## config.mk

```make
export PLATFORM = sky130hd
export DESIGN_NAME = step_atten_ctrl
export DESIGN_NICKNAME = d
export VERILOG_FILES = /design/src/rtl/sac_pkg.sv /design/src/rtl/sac_sync.sv /design/src/rtl/sac_edge.sv /design/src/rtl/sac_shifter.sv /design/src/rtl/sac_apply.sv /design/src/rtl/step_atten_ctrl.sv
export SDC_FILE = /design/constraint.sdc
export NUM_CORES = 1
export LEC_CHECK = 0
export BUFFER_PORTS_ARGS = -buffer_cell sky130_fd_sc_hd__buf_2
export CORE_UTILIZATION = 30
export CTS_CLUSTER_DIAMETER = 200
export DETAILED_ROUTE_END_ITERATION = 16
export GPL_TIMING_DRIVEN = 0
export PLACE_DENSITY = 0.51
export SETUP_SLACK_MARGIN = 0.5
export SLEW_MARGIN = 10
export SYNTH_ARGS = -nofsm -noshare
export SYNTH_HDL_FRONTEND = slang
export SYNTH_SLANG_ARGS = --single-unit
```

## constraint.sdc

```tcl
create_clock -name clk -period 1.5 [get_ports clk]
set_input_delay 0 -clock clk [delete_from_list [all_inputs] [get_ports clk]]
set_output_delay 0 -clock clk [all_outputs]
set_load 0.03 [all_outputs]
```

## src/rtl/sac_pkg.sv

```systemverilog
package sac_pkg;
  localparam int ATTEN_W_DEF     = 5;
  localparam int WORD_W_DEF      = 8;
  localparam int FIELD_LSB_DEF   = 2;
  localparam int SYNC_STAGES_DEF = 2;

  // Which source loads the applied attenuation this cycle
  typedef enum logic [1:0] {
    LD_HOLD     = 2'd0,
    LD_SERIAL   = 2'd1,
    LD_PARALLEL = 2'd2
  } load_src_e;
endpackage

```

## src/rtl/sac_sync.sv

```systemverilog
module sac_sync #(
  parameter int W      = 1,
  parameter int STAGES = 2
) (
  input  logic         clk,
  input  logic         rst,
  input  logic [W-1:0] d_i,
  output logic [W-1:0] q_o
);
  logic [W-1:0] stage_q [STAGES];

  for (genvar g = 0; g < STAGES; g++) begin : g_stage
    if (g == 0) begin : g_first
      always_ff @(posedge clk) begin
        if (rst) stage_q[g] <= '0;
        else     stage_q[g] <= d_i;
      end
    end else begin : g_next
      always_ff @(posedge clk) begin
        if (rst) stage_q[g] <= '0;
        else     stage_q[g] <= stage_q[g-1];
      end
    end
  end

  assign q_o = stage_q[STAGES-1];
endmodule

```

## src/rtl/sac_edge.sv

```systemverilog
module sac_edge #(
  parameter int W = 1
) (
  input  logic         clk,
  input  logic         rst,
  input  logic [W-1:0] lvl_i,
  output logic [W-1:0] rise_o
);
  logic [W-1:0] prev_q;

  always_ff @(posedge clk) begin
    if (rst) prev_q <= '0;
    else     prev_q <= lvl_i;
  end

  for (genvar b = 0; b < W; b++) begin : g_bit
    assign rise_o[b] = lvl_i[b] & ~prev_q[b];
  end
endmodule

```

## src/rtl/sac_shifter.sv

```systemverilog
module sac_shifter #(
  parameter int WORD_W = 8
) (
  input  logic              clk,
  input  logic              rst,
  input  logic              shift_i,
  input  logic              bit_i,
  output logic [WORD_W-1:0] word_o
);
  logic [WORD_W-1:0] sr_q;

  // New bits enter at the top and move down, so the first bit ends at bit 0
  always_ff @(posedge clk) begin
    if (rst)          sr_q <= '0;
    else if (shift_i) sr_q <= {bit_i, sr_q[WORD_W-1:1]};
  end

  assign word_o = sr_q;
endmodule

```

## src/rtl/sac_apply.sv

```systemverilog
module sac_apply
  import sac_pkg::*;
#(
  parameter int ATTEN_W   = 5,
  parameter int WORD_W    = 8,
  parameter int FIELD_LSB = 2
) (
  input  logic               clk,
  input  logic               rst,
  input  logic               mode_ser_i,
  input  logic               le_lvl_i,
  input  logic               le_rise_i,
  input  logic [WORD_W-1:0]  word_i,
  input  logic [ATTEN_W-1:0] par_i,
  output logic [ATTEN_W-1:0] atten_o,
  output logic               chg_o,
  output logic               err_o
);
  localparam logic [WORD_W-1:0] FIELD_MASK =
    WORD_W'(((1 << ATTEN_W) - 1) << FIELD_LSB);

  load_src_e          src;
  logic [ATTEN_W-1:0] atten_q, atten_nxt;
  logic               chg_q, err_q, err_hit;

  always_comb begin
    if (mode_ser_i) src = le_rise_i ? LD_SERIAL : LD_HOLD;
    else            src = le_lvl_i  ? LD_PARALLEL : LD_HOLD;
  end

  always_comb begin
    atten_nxt = atten_q;
    err_hit   = 1'b0;
    unique case (src)
      LD_SERIAL: begin
        atten_nxt = word_i[FIELD_LSB +: ATTEN_W];
        err_hit   = |(word_i & ~FIELD_MASK);
      end
      LD_PARALLEL: atten_nxt = par_i;
      default: atten_nxt = atten_q;
    endcase
  end

  always_ff @(posedge clk) begin
    if (rst) begin
      atten_q <= '1;
      chg_q   <= 1'b0;
      err_q   <= 1'b0;
    end else begin
      atten_q <= atten_nxt;
      chg_q   <= (atten_nxt != atten_q);
      err_q   <= err_q | err_hit;
    end
  end

  assign atten_o = atten_q;
  assign chg_o   = chg_q;
  assign err_o   = err_q;
endmodule

```

## src/rtl/step_atten_ctrl.sv

```systemverilog
module step_atten_ctrl
  import sac_pkg::*;
#(
  parameter int ATTEN_W     = ATTEN_W_DEF,
  parameter int WORD_W      = WORD_W_DEF,
  parameter int FIELD_LSB   = FIELD_LSB_DEF,
  parameter int SYNC_STAGES = SYNC_STAGES_DEF
) (
  input  logic               clk,
  input  logic               rst,
  input  logic               mode_ser_i,
  input  logic               sdata_i,
  input  logic               sclk_i,
  input  logic               latch_i,
  input  logic [ATTEN_W-1:0] par_i,
  output logic [ATTEN_W-1:0] atten_o,
  output logic               atten_chg_o,
  output logic               word_err_o
);
  localparam int SYNC_W     = ATTEN_W + 4;
  localparam int IDX_MODE   = SYNC_W - 1;
  localparam int IDX_LE     = SYNC_W - 2;
  localparam int IDX_SCLK   = SYNC_W - 3;
  localparam int IDX_SDATA  = SYNC_W - 4;

  logic [SYNC_W-1:0]  sync_q;
  logic               mode_s, le_s, sclk_s, sdata_s;
  logic [ATTEN_W-1:0] par_s;
  logic [1:0]         rise;
  logic               le_rise, sclk_rise;
  logic [WORD_W-1:0]  word;

  sac_sync #(.W(SYNC_W), .STAGES(SYNC_STAGES)) u_sync (
    .clk (clk),
    .rst (rst),
    .d_i ({mode_ser_i, latch_i, sclk_i, sdata_i, par_i}),
    .q_o (sync_q)
  );

  assign mode_s  = sync_q[IDX_MODE];
  assign le_s    = sync_q[IDX_LE];
  assign sclk_s  = sync_q[IDX_SCLK];
  assign sdata_s = sync_q[IDX_SDATA];
  assign par_s   = sync_q[ATTEN_W-1:0];

  sac_edge #(.W(2)) u_edge (
    .clk    (clk),
    .rst    (rst),
    .lvl_i  ({le_s, sclk_s}),
    .rise_o (rise)
  );

  assign le_rise   = rise[1];
  assign sclk_rise = rise[0];

  sac_shifter #(.WORD_W(WORD_W)) u_shift (
    .clk     (clk),
    .rst     (rst),
    .shift_i (mode_s & sclk_rise),
    .bit_i   (sdata_s),
    .word_o  (word)
  );

  sac_apply #(.ATTEN_W(ATTEN_W), .WORD_W(WORD_W), .FIELD_LSB(FIELD_LSB)) u_apply (
    .clk        (clk),
    .rst        (rst),
    .mode_ser_i (mode_s),
    .le_lvl_i   (le_s),
    .le_rise_i  (le_rise),
    .word_i     (word),
    .par_i      (par_s),
    .atten_o    (atten_o),
    .chg_o      (atten_chg_o),
    .err_o      (word_err_o)
  );
endmodule

```

==> impl_metrics.py, run 1 <==
metrics = {
    "final_layout": {
        "area_growth_pct": 28.1,
        "fin_cells": 198,
        "drive_gt1_frac": 0.230,
        "mostFrequentLayoutCell": "dfxtp_1",
        "final_cell_mix": "34 x dfxtp_1, 19 x nor2b_1, 19 x buf_2",
        "finish.utilization": 0.399,
        "nets": 158,
        "n_fill_cell": 393,
        "diodes": 0,
    },
    "min_path": {
        "hold_class": "primary input to flip-flop",
        "whs_path_depth": 2,
        "min_to": "u_sync.stage_q[1][8]",
        "hp-start": "rst",
    },
    "placed_design": {
        "dp_hpwl_mm": 1.58,
        "place_ws_ns": 0.0771,
        "dp.cells": 178,
        "portBuffers": 17,
        "gp_congestion": 0.750,
    },
    "worst_setup_path": {
        "regToRegSetupSlack_ns": 0.09,
        "cp_common_cell": "buf_6",
        "worstRegToRegCells": 6,
        "worstSetupPathType": "flip-flop to flip-flop",
        "cp_max_fo": 5,
        "slowest_delay_ns": 0.32,
        "slowest_stage": "dfxtp_2",
        "critPathCaptureType": "flip-flop",
        "start_kind": "flip-flop",
        "cp.required_ns": 1.65,
        "r2r_end": "u_apply.chg_o",
        "crit_chain": "buf_6 > nor2b_4 > buf_6 > a221o_1 > a22oi_1 > a311oi_1",
        "arrival_ns": 1.55,
        "timing.rr.start": "u_sync.stage_q[1][8]",
    },
    "clock_network": {
        "clk_latency_ns": 0.28,
        "cts.path.max_buffers": 2,
        "htreeDepth": 2,
        "cts_buffers": 5,
        "clk_root_buffer_cell": "clkbuf_8",
        "clk_pin_slew_ns": 0.06,
        "cts.sinks": 35,
        "cts_hold_buf": 9,
        "cts_tree": "yes",
    },
    "floorplan": {
        "rows": 23,
        "num_io_pins": 18,
        "die_x_um": 66.4,
        "dieArea_mm2": 0.00441,
        "die_y_um": 66.4,
        "core_area_mm2": 0.00400,
        "initial_utilization": 0.311,
    },
    "grt": {
        "grt_pass1_vias": 930,
        "grtUsageTotal": 0.123,
        "grt_overflow": 0,
        "grt_pass1_wl_mm": 3.95,
        "antenna_found_initial": 0,
        "grt_max_degree": 11,
    },
    "detailed_routing": {
        "viasPerCell": 4.75,
        "routedWlPerCell_um": 11.8,
        "dr.pass1.iters": 4,
        "first_iter_violations": 53,
        "vias": 941,
        "drc": 0,
        "drt_wl_total_mm": 2.33,
        "ant_nets": 0,
    },
    "synthesis": {
        "ys_ff_latch": 35,
        "yosysWarnings": 0,
        "syn_area_mm2": 0.00124,
        "synth_cells": 111,
        "yosysTopAreaCellShare": 0.563,
        "yosys.cell_types.count": 22,
        "avgSynthCellArea_um2": 11.2,
        "synth_area_leader_cell": "dfxtp_1",
        "synth_nets": 122,
        "synth_seq_area_share": 0.563,
        "yosys-top-cells-area": "dfxtp_1 56%, nor2b_1 9.5%, a221o_1 6.4%",
    },
    "timing": {
        "totalNegativeSetupSlack_ns": 0,
        "rsz0062_at_grt": "true",
        "layout_min_cycle_time_ns": 1.41,
        "hold_viol": 5,
        "setup_slack_ns": 0.0921,
        "hold_ws_ns": -0.0288,
        "finalCritPeriodShare": 0.939,
        "tightest_slew_ns": 0.483,
        "setup_viol": 0,
        "fin_skew_ns": 0.00896,
        "max_slew_margin": 0.678,
        "fmax_mhz": 710,
        "finalMaxSlewViolations": 0,
    },
    "status": {
        "outcome": "finished, violations left",
        "failed_checks": "hold timing",
    },
    "pwr": {
        "power_density_mw_per_mm2": 1100,
        "static-leakage-power_nw": 0.684,
        "ir_worst_vdd_mv": 0.418,
    },
    "flow_run": {
        "maxCapViolCount": 0,
    },
}
==> worst max-delay path, delay by kind of cell, from the launching register on <==
family,cells,cell delay [ns]
buffers and inverters,2,0.24
AOI/OAI and AO/OA,3,0.60
DFF,1,0.32
and+or+nand+nor,1,0.12
==> power by group <==
group,internal (W),switching (W)
registers,0.000962,0.0000167
clock network,0.000325,0.000308
logic,0.0000765,0.0000699
==> final cells by class <==
type / count / area [um2] / share of cell area
inverters: 2 / 7.51 / 0.00471
clock inverters: 1 / 5.00 / 0.00314
clock buffers: 7 / 76.3 / 0.0478
well taps: 50 / 62.6 / 0.0392
plain buffers: 7 / 50.0 / 0.0314
flip-flops and latches: 35 / 702 / 0.440
multi-input cells: 67 / 493 / 0.309
repair buffers: 29 / 199 / 0.125
==> timing repair <==
action / 4_1_cts / 5_1_grt
buffers inserted: 1 / 1
pin swaps: 3 / 3
hold endpoints to repair: 12 / 2
cloned: 1 / 0
setup endpoints to repair: 15 / 15
gates resized for setup: 0 / 2
==> stage by stage <==
step	instance area, um2	power (W)
after floorplan	1250	0.00108
after global placement	1400	0.00112
after detailed placement	1400	0.00112
after CTS	1580	0.00178
after global routing	1600	0.00184
final	1600	0.00176
==> synth_stat cells <==
cell / n
nor2b_1: 19
o221ai_1: 5
a22o_1: 4
or3_1: 1
a221o_2: 1
clkbuf_1: 3
buf_6: 2
o21ai_0: 1
a22oi_1: 2
a221o_1: 8
buf_2: 2
a311oi_1: 1
dfxtp_1: 35
nor2_1: 10
a22o_2: 1
mux2i_1: 8
nand2_1: 2
nand2b_1: 1
nor2b_4: 1
a31oi_1: 1
inv_1: 2
nand3b_1: 1
==> flip-flops by register name, summed over array words and instances (netlist names) <==
signal,count
u_shift.word_o,8
u_apply.err_o,1
u_sync.stage_q,18
u_apply.atten_o,5
u_edge.prev_q,2
u_apply.chg_o,1
==> cell families after synthesis <==
family,count (synthesis),synth area share
AOI/OAI and AO/OA,24,0.173
buffers and inverters,9,0.0412
DFF,35,0.563
muxes,8,0.0643
and+or+nand+nor,35,0.159
==> routing by layer <==
metal | GRT usage | part of all wire
met4 | 0.0559 | 0.019
met5 | 0 | 0
met1 | 0.133 | 0.45
met3 | 0.0517 | 0.069
met2 | 0.208 | 0.46
==> worst max path at each step <==
stage                     depth (start not counted)                 start  slack (ns)             to
final                                             6  u_sync.stage_q[1][8]        0.09  u_apply.chg_o
after detailed placement                          6  u_sync.stage_q[1][8]        0.08  u_apply.chg_o
after CTS                                         6  u_sync.stage_q[1][8]        0.10  u_apply.chg_o
after floorplan                                   6  u_sync.stage_q[1][8]        0.18  u_apply.chg_o
after global placement                            6  u_sync.stage_q[1][8]        0.08  u_apply.chg_o
after global routing                              6  u_sync.stage_q[1][8]        0.05  u_apply.chg_o
Power figures use the tool's default switching activity.
==> inputs of run 2 (changes only) <==
- BUFFER_PORTS_ARGS: -buffer_cell sky130_fd_sc_hd__buf_2 -> -buffer_cell sky130_fd_sc_hd__buf_4
==> run 2 against run 1 <==
Net effect:
- the flow now finishes without violations
- critical path depth stayed put
- global-route usage is 0.10 points higher
- total power is 1.3% higher
- hold slack better by 0.26 ns
- sequential share of layout area is 2.1 points lower
- non-clock buffer count is 3 higher
- clock power hardly changed
- first-iteration DRC count is 15% higher
- maximum frequency hardly changed
- critical path type unchanged
- critical endpoint unchanged
==> impl_metrics.py, run 2 (same netlist as run 1, synthesis figures left out) <==
metrics = {
    "status": {
        "outcome": "finished clean",
    },
    "worst_setup_path": {
        "cp_max_fo": 5,
        "start_kind": "flip-flop",
        "critPathCaptureType": "flip-flop",
        "worstSetupPathType": "flip-flop to flip-flop",
        "arrival_ns": 1.55,
        "cp.required_ns": 1.64,
    },
    "timing": {
        "fin_skew_ns": 0.00430,
        "max_slew_margin": 0.664,
        "layout_min_cycle_time_ns": 1.41,
        "hold_ws_ns": 0.228,
        "tightest_slew_ns": 0.504,
        "fmax_mhz": 710,
        "totalNegativeSetupSlack_ns": 0,
        "setup_viol": 0,
        "finalMaxSlewViolations": 0,
        "rsz0062_at_grt": "true",
        "hold_viol": 0,
        "finalCritPeriodShare": 0.939,
    },
    "grt": {
        "grt_max_degree": 11,
        "antenna_found_initial": 0,
        "grt_pass1_vias": 902,
        "grt_overflow": 0,
        "grt_pass1_wl_mm": 3.97,
        "grtUsageTotal": 0.124,
    },
    "detailed_routing": {
        "ant_nets": 0,
        "routedWlPerCell_um": 12.5,
        "first_iter_violations": 61,
        "drc": 0,
        "viasPerCell": 4.85,
        "dr.pass1.iters": 4,
        "vias": 975,
        "drt_wl_total_mm": 2.51,
    },
    "clock_network": {
        "cts.path.max_buffers": 2,
        "cts.sinks": 35,
        "clk_pin_slew_ns": 0.06,
        "clk_root_buffer_cell": "clkbuf_8",
        "cts_buffers": 5,
        "clk_latency_ns": 0.28,
        "htreeDepth": 2,
        "cts_tree": "yes",
    },
    "final_layout": {
        "drive_gt1_frac": 0.245,
        "top_register": "u_sync.stage_q",
        "diodes": 0,
        "mostFrequentLayoutCell": "dfxtp_1",
        "n_fill_cell": 405,
        "area_growth_pct": 34.4,
        "nets": 161,
        "final_cell_mix": "35 x dfxtp_1, 21 x buf_4, 19 x nor2b_1",
        "largest_register_ffs": 18,
    },
    "pwr": {
        "static-leakage-power_nw": 0.713,
        "ir_worst_vdd_mv": 0.560,
        "power_density_mw_per_mm2": 1060,
    },
    "floorplan": {
        "die_y_um": 66.4,
        "core_area_mm2": 0.00400,
        "dieArea_mm2": 0.00441,
        "num_io_pins": 18,
        "die_x_um": 66.4,
        "rows": 23,
        "initial_utilization": 0.311,
    },
    "placed_design": {
        "gp_congestion": 0.734,
        "portBuffers": 17,
        "dp_hpwl_mm": 1.62,
    },
    "min_path": {
        "hold_class": "primary input to flip-flop",
    },
    "flow_run": {
        "maxCapViolCount": 0,
    },
}
-- run 2: changes by cell type in the layout (fill, tap and decap cells not counted), sizes merged --
cell         previous run  this run
buf                    24        26
dlygate4sd3             9        10
clkinvlp                0         1
inv                     2         1
-- run 2: power breakdown --
| part | total (W) | internal, W | leakage (nW) | switching (W) |
|---|---|---|---|---|
| clock | 0.000633 | 0.000325 | 0.0422 | 0.000307 |
| sequential | 0.000979 | 0.000962 | 0.287 | 0.0000171 |
| combinational | 0.000170 | 0.0000938 | 0.384 | 0.0000760 |
| total | 0.00178 | 0.00138 | 0.713 | 0.000400 |
-- run 2: area by class of cell --
class | instances | area (um2) | share of cell area
plain buffers | 7 | 50.0 | 0.0299
clock buffers | 7 | 76.3 | 0.0456
clock inverters | 1 | 5.00 | 0.00299
inverters | 2 | 11.3 | 0.00673
multi-input cells | 67 | 498 | 0.298
flip-flops and latches | 35 | 701 | 0.419
well taps | 50 | 62.6 | 0.0374
repair buffers | 32 | 269 | 0.161
-- run 2: final timing paths --
| kind | start | to | slack [ns] | depth (start not counted) |
|---|---|---|---|---|
| max | u_sync.stage_q[1][8] | u_apply.chg_o | 0.09 | 6 |
| min | rst | u_sync.stage_q[0][1] | 0.23 | 3 |
| max reg2reg | u_sync.stage_q[1][8] | u_apply.chg_o | 0.09 | 6 |
| min reg2reg | u_sync.stage_q[0][6] | u_sync.stage_q[1][6] | 0.44 | 1 |
-- run 2: repair_timing --
item / CTS / global route
hold buffers: 10 / 0
pin swaps: 3 / 1
setup endpoints to repair: 15 / 15
resized for setup: 0 / 6
cloned: 1 / 0
setup buffers: 1 / 3
hold endpoints to repair: 12 / 0
-- run 2: through the flow --
stage | utilization | cell area (um2) | instances | worst slack (ns) | power (W)
2_1_floorplan | - | 1250 | 111 | 0.178 | 0.00108
3_3_place_gp | 0.360 | 1440 | 178 | 0.0825 | 0.00113
3_5_place_dp | 0.360 | 1440 | 178 | 0.0755 | 0.00113
4_1_cts | 0.409 | 1640 | 198 | 0.0888 | 0.00180
5_1_grt | 0.418 | 1670 | 201 | 0.0245 | 0.00186
6_report | 0.418 | 1670 | 201 | 0.0910 | 0.00178
-- run 2: per-layer routing --
layer | vias up | wire, um | GRT usage
met5 | - | 0 | 0
met4 | 0 | 53 | 0.0612
met3 | 7 | 135 | 0.0534
met2 | 31 | 1210 | 0.217
met1 | 459 | 1110 | 0.126
li1 | 478 | - | -
-- run 2: worst max-delay path, cell delays in order, from the launching register on --
cell	delay (ns)
dfxtp_1	0.31
buf_6	0.12
nor2b_4	0.13
buf_6	0.12
a221o_1	0.29
a22oi_1	0.19
a311oi_1	0.12
==> inputs of run 3 (changes only) <==
- clock period: 1.5 -> 1.8 ns (I/O delays scaled with it)
==> run 3 against run 2 <==
Net effect:
- hold slack improved by 0.21 ns
- die area unchanged
- setup slack improved by 0.33 ns
- clock skew rose by 0.0059 ns
- first-iteration DRC count increased by 39%
- critical path type unchanged
- highest routed layer unchanged
==> impl_metrics.py, run 3 (same netlist as run 1, synthesis figures left out) <==
metrics = {
    "timing": {
        "layout_min_cycle_time_ns": 1.38,
        "tightest_slew_ns": 0.464,
        "max_slew_margin": 0.691,
        "fmax_mhz": 726,
        "hold_viol": 0,
        "setup_slack_ns": 0.423,
        "hold_ws_ns": 0.436,
        "setup_viol": 0,
        "finalCritPeriodShare": 0.765,
        "totalNegativeSetupSlack_ns": 0,
        "finalMaxSlewViolations": 0,
        "rsz0062_at_grt": "true",
        "fin_skew_ns": 0.0102,
    },
    "worst_setup_path": {
        "timing.rr.start": "u_sync.stage_q[1][8]",
        "worstSetupPathType": "flip-flop to flip-flop",
        "cp_max_fo": 6,
        "start_kind": "flip-flop",
        "arrival_ns": 1.53,
        "r2r_end": "u_apply.chg_o",
        "regToRegSetupSlack_ns": 0.42,
        "cp.required_ns": 1.96,
        "critPathCaptureType": "flip-flop",
        "worstRegToRegCells": 6,
    },
    "placed_design": {
        "gp_congestion": 0.763,
        "dp_hpwl_mm": 1.56,
        "dp.cells": 178,
        "portBuffers": 17,
        "place_ws_ns": 0.374,
    },
    "final_layout": {
        "fin_cells": 199,
        "nets": 159,
        "diodes": 0,
        "largest_register_ffs": 18,
        "final_cell_mix": "35 x dfxtp_1, 19 x nor2b_1, 19 x buf_4",
        "drive_gt1_frac": 0.242,
        "top_register": "u_sync.stage_q",
        "area_growth_pct": 35.2,
        "mostFrequentLayoutCell": "dfxtp_1",
    },
    "grt": {
        "grt_overflow": 0,
        "grt_max_degree": 13,
        "grtUsageTotal": 0.117,
        "antenna_found_initial": 0,
        "grt_pass1_wl_mm": 3.74,
        "grt_pass1_vias": 895,
    },
    "detailed_routing": {
        "viasPerCell": 4.81,
        "dr.pass1.iters": 4,
        "first_iter_violations": 85,
        "drc": 0,
        "vias": 957,
        "routedWlPerCell_um": 11.9,
        "drt_wl_total_mm": 2.38,
        "ant_nets": 0,
    },
    "clock_network": {
        "cts_tree": "yes",
        "clk_pin_slew_ns": 0.07,
        "cts.sinks": 35,
        "cts.path.max_buffers": 2,
        "clk_latency_ns": 0.28,
        "clk_root_buffer_cell": "clkbuf_8",
        "htreeDepth": 2,
        "cts_buffers": 5,
    },
    "min_path": {
        "hp-start": "u_sync.stage_q[0][5]",
        "hold_class": "flip-flop to flip-flop",
        "min_to": "u_sync.stage_q[1][5]",
        "whs_path_depth": 1,
    },
    "status": {
        "outcome": "finished clean",
    },
    "floorplan": {
        "core_area_mm2": 0.00400,
        "dieArea_mm2": 0.00441,
        "die_x_um": 66.4,
        "die_y_um": 66.4,
        "num_io_pins": 18,
        "rows": 23,
        "initial_utilization": 0.311,
    },
    "pwr": {
        "ir_worst_vdd_mv": 0.468,
        "power_density_mw_per_mm2": 978,
        "static-leakage-power_nw": 0.719,
    },
    "flow_run": {
        "maxCapViolCount": 0,
    },
}
## run 3: worst max path at each step
stage / startpoint / endpoint / slack, ns
finish: u_sync.stage_q[1][8] / u_apply.chg_o / 0.42
global route: u_sync.stage_q[1][8] / u_apply.chg_o / 0.37
CTS: u_sync.stage_q[1][8] / u_apply.chg_o / 0.39
detailed placement: u_sync.stage_q[1][8] / u_apply.chg_o / 0.37
global placement: u_sync.stage_q[1][8] / u_apply.chg_o / 0.38
floorplan: u_sync.stage_q[1][8] / u_apply.chg_o / 0.48
## run 3: layout make-up
cell class / count / area, um2
well taps: 50 / 62.6
repair buffers: 30 / 250
clock buffers: 5 / 68.8
flip-flops and latches: 35 / 701
clock inverters: 3 / 43.8
plain buffers: 7 / 46.3
fillers: 397 / 2320
inverters: 2 / 7.51
multi-input cells: 67 / 503
## run 3: per-layer routing
metal  track usage  wire length, um  vias up
met5             0                0        -
met4        0.0585               37        0
met3        0.0414              155        6
met2         0.208             1200       43
met1         0.119              985      435
li1              -                -      473
## run 3: report_power, final
group / total, W / internal (W) / switching [W]
Sequential: 0.000815 / 0.000801 / 0.0000146
Clock: 0.000693 / 0.000412 / 0.000281
Combinational: 0.000137 / 0.0000757 / 0.0000610
Total: 0.00165 / 0.00129 / 0.000357
## run 3: critical path, cell delays in order (launching register included)
cell and delay [ns]:
dfxtp_1 0.31, buf_6 0.12, nor2b_4 0.12, buf_6 0.12
a221o_1 0.30, a22oi_2 0.16, a311oi_1 0.11
## run 3: what timing repair did
| item | in CTS | in global routing |
|---|---|---|
| buffers inserted | 1 | 0 |
| hold buffers | 11 | 0 |
| endpoints found under the setup margin | 6 | 14 |
| gates resized for setup | 0 | 4 |
| gates cloned | 1 | 0 |
| pin swaps | 2 | 0 |
| hold endpoints to repair | 12 | 0 |
## run 3: per-stage QoR
step / total power [W] / utilization / instance area [um2]
2_1_floorplan: 0.000902 / - / 1240
3_3_place_gp: 0.000943 / 0.359 / 1440
3_5_place_dp: 0.000945 / 0.359 / 1440
4_1_cts: 0.00166 / 0.418 / 1670
5_1_grt: 0.00171 / 0.421 / 1680
6_report: 0.00165 / 0.421 / 1680
